===== src/rtl/ras2l.sv =====
`timescale 1ns/1ps
module ras2l #(
  parameter int AW       = 32,
  parameter int FAST_N   = 4,
  parameter int SLOW_N   = 32,
  parameter int SLOW_CYC = 7
) (
  input  logic          clk,
  input  logic          rst_n,
  input  logic          call_i,
  input  logic          ret_i,
  input  logic [AW-1:0] call_addr_i,
  input  logic          ckpt_i,
  input  logic          flush_i,
  output logic          pred_valid_o,
  output logic [AW-1:0] pred_addr_o,
  output logic          busy_o
);
  localparam int FW  = $clog2(FAST_N + 1);
  localparam int FIW = (FAST_N > 1) ? $clog2(FAST_N) : 1;
  localparam int SPW = (SLOW_N > 1) ? $clog2(SLOW_N) : 1;
  localparam int SCW = $clog2(SLOW_N + 1);
  localparam int BW  = $clog2(SLOW_CYC + 1);

  logic [AW-1:0]  fast_q [FAST_N];
  logic [AW-1:0]  slow_q [SLOW_N];
  logic [FW-1:0]  fcnt_q, fcnt_ck;
  logic [SPW-1:0] swp_q, swp_ck;
  logic [SCW-1:0] scnt_q, scnt_ck;
  logic [BW-1:0]  bcnt_q;

  wire act       = (bcnt_q == '0) && !flush_i;
  wire do_push   = act && call_i && !ret_i;
  wire do_pop    = act && ret_i && !call_i && (fcnt_q != '0);
  wire do_swap   = act && call_i && ret_i;
  wire fast_full = (fcnt_q == FW'(FAST_N));
  wire spill     = do_push && fast_full;
  wire refill    = do_pop && (fcnt_q == FW'(1)) && (scnt_q != '0);

  wire [FIW-1:0] ftop  = FIW'(fcnt_q - 1'b1);
  wire [FIW-1:0] fnext = FIW'(fcnt_q);
  wire [SPW-1:0] swp_inc = (swp_q == SPW'(SLOW_N - 1)) ? '0 : swp_q + 1'b1;
  wire [SPW-1:0] swp_dec = (swp_q == '0) ? SPW'(SLOW_N - 1) : swp_q - 1'b1;

  assign busy_o       = (bcnt_q != '0);
  assign pred_valid_o = (fcnt_q != '0) && !busy_o;
  assign pred_addr_o  = pred_valid_o ? fast_q[ftop] : '0;

  always_ff @(posedge clk) begin
    if (spill) begin
      for (int i = 0; i < FAST_N - 1; i++) fast_q[i] <= fast_q[i+1];
      fast_q[FAST_N-1] <= call_addr_i;
      slow_q[swp_q]    <= fast_q[0];
    end else if (do_push) begin
      fast_q[fnext] <= call_addr_i;
    end else if (do_swap) begin
      fast_q[(fcnt_q == '0) ? '0 : ftop] <= call_addr_i;
    end else if (refill) begin
      fast_q[0] <= slow_q[swp_dec];
    end
  end

  always_ff @(posedge clk) begin
    if (!rst_n) begin
      fcnt_ck <= '0;
      swp_ck  <= '0;
      scnt_ck <= '0;
    end else if (ckpt_i) begin
      fcnt_ck <= fcnt_q;
      swp_ck  <= swp_q;
      scnt_ck <= scnt_q;
    end
  end

  always_ff @(posedge clk) begin
    if (!rst_n) begin
      fcnt_q <= '0;
      swp_q  <= '0;
      scnt_q <= '0;
      bcnt_q <= '0;
    end else if (flush_i) begin
      fcnt_q <= fcnt_ck;
      swp_q  <= swp_ck;
      scnt_q <= scnt_ck;
      bcnt_q <= '0;
    end else begin
      if (busy_o) bcnt_q <= bcnt_q - 1'b1;
      if (spill) begin
        swp_q  <= swp_inc;
        if (scnt_q != SCW'(SLOW_N)) scnt_q <= scnt_q + 1'b1;
        bcnt_q <= BW'(SLOW_CYC);
      end else if (do_push) begin
        fcnt_q <= fcnt_q + 1'b1;
      end else if (do_swap && fcnt_q == '0) begin
        fcnt_q <= FW'(1);
      end else if (refill) begin
        swp_q  <= swp_dec;
        scnt_q <= scnt_q - 1'b1;
        bcnt_q <= BW'(SLOW_CYC);
      end else if (do_pop) begin
        fcnt_q <= fcnt_q - 1'b1;
      end
    end
  end
endmodule


===== config.mk =====
export PLATFORM = sky130hd
export DESIGN_NAME = ras2l
export DESIGN_NICKNAME = d
export VERILOG_FILES = /design/src/rtl/ras2l.sv
export SDC_FILE = /design/constraint.sdc
export NUM_CORES = 1
export LEC_CHECK = 0
export BUFFER_PORTS_ARGS = -buffer_cell sky130_fd_sc_hd__clkbuf_2
export CAP_MARGIN = 20
export CORE_ASPECT_RATIO = 0.75
export CORE_MARGIN = 2
export CORE_UTILIZATION = 41
export CTS_CLUSTER_DIAMETER = 80
export CTS_CLUSTER_SIZE = 28
export DETAILED_ROUTE_END_ITERATION = 12
export SYNTH_ARGS = -nofsm -noshare
export SYNTH_HDL_FRONTEND = slang
export SYNTH_SLANG_ARGS = --single-unit

===== constraint.sdc =====
create_clock -name clk -period 9.8 [get_ports clk]
set_input_delay 0.49 -clock clk [delete_from_list [all_inputs] [get_ports clk]]
set_output_delay 0.49 -clock clk [all_outputs]
set_load 0.01 [all_outputs]

Word-level counts from Yosys, hierarchy flattened
Memories as Yosys holds them, arrays and structs flattened. Cells that the tools add are included. Widths: inputs -> output; s select.

Bitwise logic cells: 2. Shift-type cells: 0. Add/sub/neg operators: 7. Multiply operators: 0. Multiplexer cells: 47. Order comparisons: 0. Reductions and logical operators: 30. Equal/unequal tests: 9. Divide/modulo/power cells: 0.

Operators by type and width (number): $mux 32 (4); $reduce_or 32->1 (2); $mux 6 (6); $mux 5 (7); $mux 3 (11); $mux 1 (16); $logic_and 1x1->1 (12); $reduce_bool 3->1 (3); $add 6x1->6 const B (1); $logic_not 3->1 (2); $mux 2 (3); $ne 3x2->1 const B (2); $ne 6x6->1 const B (1); $reduce_and 3->1 (2); $reduce_bool 6->1 (1); $sub 3x1->3 const B (2); $sub 6x1->6 const B (1); $add 5x1->5 const B (1); $eq 5x5->1 const B (1); $logic_not 5->1 (1); $sub 5x1->5 const B (1); $logic_not 1->1 (4); $ne 4x3->1 const B (1); $reduce_and 4->1 (1); 9 further kinds (9).

ROM bits: 0. Register bits after elaboration: 31. Memories kept: 2. Bits of input ports: 38. Output and inout bits: 34. Word-level logic and storage cells: 104. Latch bits: 0. Memory bits (writable): 1152.

Memories: slow_q (depth 32, width 32, rd ports 1, clocked after memory_dff 0, wr ports 1, RTL line 26) `logic [AW-1:0] slow_q [SLOW_N];`; fast_q (depth 4, width 32, rd ports 5, clocked after memory_dff 0, wr ports 4, RTL line 25) `logic [AW-1:0] fast_q [FAST_N];`.

Longest topological paths before layout
Depth after elaboration: 15. Mapped depth: 15. Depth with buffers taken out: 13.

Worst setup path before layout
Ideal clock, no wire load.

Path type: input to register. Start point: input flush_i. End point: memory slow_q[13][0], enable pin. Stages on the path: 7. Buffers on the path: 1. Setup slack: 5.317 ns. Required time: 9.339 ns. Data arrival time: 4.022 ns. Setup time: 0.461 ns. Cells stage by stage: nand4bb_1 nor2_1 nand3_1 inv_1 buf_2 nand2_1 nor3_1.

Word-level cells in the longest chain between the ends: 7.

RTL lines: start, declared (RTL line 14) `input logic flush_i,`; $logic_not 1->1 (RTL line 32) `wire act = (bcnt_q == '0) && !flush_i;`; $logic_and 1x1->1 (RTL line 32); $logic_and 1x1->1 (2 in series) (RTL line 33) `wire do_push = act && call_i && !ret_i;`; $logic_and 1x1->1 (RTL line 37) `wire spill = do_push && fast_full;`; $mux 1 (RTL line 50) `if (spill) begin`; $mux 1 (not written as such) (RTL line 53) `slow_q[swp_q] <= fast_q[0];`; end, declared (RTL line 26).

No other way between the ends.

==> run_results.csv <==
group,metric,value,unit
clock_network,cts_buffers,48,
sta,setup_viol,0,
synth,syn-num-nets,3279,
clock_network,clk_latency,0.68,ns
synth,synth.cell_area,0.0487,mm²
die,die_area,0.122,mm²
power_and_ir_drop,power_leakage,16.4,nW
die,initial_core_util,0.413,
synth,synth.avg_cell_area,15.1,µm²
drt,dr.pass1.iters,5,
drt,route.detailed.drc,0,
synth,ys_seq_area_frac,0.723,
global_route,antenna_found_initial,1,
clock_network,clk_transition_reported_paths,0.11,ns
synth,async_reset_ff_frac,0,
sta,slew_headroom,0.248,
drt,vias,29662,
global_route,grt_max_degree,144,
clock_network,htreeDepth,2,
layout,layout_commonest_cell,"edfxtp_1",
synth,yosysWarnings,0,
clock_network,cts_hold_buf,0,
die,core,0.118,mm²
critical_path,path_class,"flop to flop",
clock_network,cts.sinks,1183,
die,fp.dieW,402,µm
synth,yosysTopAreaCell,"edfxtp_1",
status,outcome,"finished clean",
placement,placed_cells,4707,
sta,worstMarginPinSlew,1.13,ns
die,rows,109,
sta,grt_setup_unrepaired,"no",
layout,num_antenna_cells,0,
global_route,grt.overflow.total,0,
drt,wirelength,146000,µm
clock_network,clk_path_buf_depth,3,
placement,portBuffers,71,
drt,wl_per_cell,30.5,µm
clock_network,cts_tree,"built",
critical_path,crit_fanout,48,
synth,synth.top_cell.area_share,0.710,
synth,ys_ff_latch,1183,
layout,design_area,0.0525,mm²
clock_network,ctsResizeCount,0,
placement,dpl_cell_area,0.0511,mm²
critical_path,required,10.34,ns
synth,synth_edf_count,1152,
sta,hold_viol,0,
power_and_ir_drop,powerDensity,176,mW/mm²
synth,synth_ff_type,"edfxtp_1",
clock_network,post-cts-setup-buffers,0,
sta,tns,0,ns
run,max_cap_violations,0,
critical_path,cp-start-kind,"flop",
sta,fin_crit_sh,0.555,
global_route,grt_pass1_vias,27341,
global_route,grt_pass1_wl,204000,µm
drt,vias_per_cell,6.22,
placement,dp_hpwl,79100,µm
placement,gp_congestion,0.826,
critical_path,worst_ep_arrival_time,5.98,ns
global_route,grt_usage,0.233,
sta,maxSlewViolCount,0,
synth,syn_inst,3224,
layout,final_nets,3261,
sta,period_minus_slack,5.44,ns
drt,drt-initial-drc-count,4263,
layout,final_cell_mix,"1152 x edfxtp_1, 431 x nand2_1, 176 x a21oi_1, 154 x mux2_2, 152 x mux2i_1",
die,die_h,303,µm
drt,ant_nets,0,
synth,synth_cell_types,69,
layout,final_cells,4771,
min_path,hold_path.class,"primary input to flop",
power_and_ir_drop,ir_drop,0.000201,V
layout,area_growth,7.73,%
sta,fin_skew,0.0313,ns
synth,synth_area_leaders,"edfxtp_1 71%, mux2_2 3.6%, nand2_1 3.4%",
die,ios,72,
critical_path,critPathCaptureType,"flop",
sta,max_freq,184,MHz
layout,post_route_cells_drive_above_1_share,0.149,
clock_network,cts_root_buffer,"clkbuf_16",
## final timing paths
kind,from,endpoint,slack (ns),cells after the start
max reg2reg,swp_q[0],fast_q[0][8],4.36,13
min,call_addr_i[23],fast_q[3][23],0.13,3
min reg2reg,scnt_ck[0],scnt_q[0],0.48,2
max,swp_q[0],fast_q[0][8],4.36,13
## where the power goes
| group | internal (mW) | switching, mW |
|---|---|---|
| Sequential | 5.55 | 0.0543 |
| Combinational | 0.360 | 0.798 |
| Clock | 0.937 | 1.51 |
| Total | 6.85 | 2.37 |
## cell usage after synthesis, drive strengths merged, types with 3 or more instances
master,count
nor3,11
a211oi,7
o211ai,47
clkbuf,108
mux4,34
nor2b,55
or3,3
nor3b,4
and3,5
a2bb2oi,5
a21oi,176
nand2b,10
or2,4
o21a,4
dfxtp,31
mux2,154
a32oi,30
a21o,20
nand2,438
a221o,13
a311o,18
nand3,115
a31oi,59
o211a,5
inv,14
mux2i,152
a311oi,11
o221ai,68
edfxtp,1152
nor2,59
o21ai,112
o32ai,9
nand4,7
ha,16
o2111ai,8
a22oi,55
a21boi,3
a221oi,31
buf,120
o22ai,20
o311ai,4
xnor2,4
xor2,5
## final cells by class
type	count	area (µm²)
inverters	15	58.8
clock buffers	57	1280
repair buffers	160	1170
clock inverters	4	42.5
fillers	10358	65400
flip-flops and latches	1183	35200
well taps	1554	1940
multi-input cells	1798	12800
## critical path, stage by stage, from the launching register on
cell and delay (ns):
dfxtp_4 0.77, inv_4 0.42, ha_2 0.36, nor4b_4 0.17, buf_4 0.28, nor2_4 0.16, buf_4 0.48, buf_4 0.71
nor2_4 0.08, buf_4 0.34, nand2_1 0.15, nand4_1 0.14, a311oi_1 0.79, a221o_1 0.21
## per-stage QoR
stage	utilization	power, mW	setup WS, ns	hold slack (ns)
2_1_floorplan	-	6.42	5.32	0.440
3_3_place_gp	0.433	6.85	4.53	0.459
3_5_place_dp	0.434	6.86	4.45	0.461
4_1_cts	0.445	9.23	4.42	0.0932
5_1_grt	0.445	9.48	4.14	0.132
6_report	0.445	9.22	4.36	0.130
## flip-flops by register name, summed over array words and instances, names as in the netlist
register and flops:
fast_q 128, swp_q 5, bcnt_q 3, scnt_ck 6
fcnt_ck 3, scnt_q 6, slow_q 1024, swp_ck 5
fcnt_q 3
## per-layer routing
metal  global-route usage  up-vias  part of all wire
li1                     -    12538                 -
met1                0.353    15300              0.44
met2                0.347     1624              0.44
met3               0.0391      200             0.097
met5                    0        -                 0
met4               0.0634        0             0.029
## kinds of logic (layout without fill, tap and decap cells)
kind of cell             Yosys count  count (layout)  share of synthesized area
flip-flops                      1183            1183                      0.723
XOR/XNOR                           9               9                    0.00162
buffers and inverters            243             236                     0.0227
adder cells (fa/ha/maj)           17              17                    0.00452
AND/OR/NAND/NOR                  721             721                     0.0655
multiplexers                     340             340                     0.0825
AO/OA/AOI/OAI                    711             711                      0.100
Power figures use the tool's default switching activity.
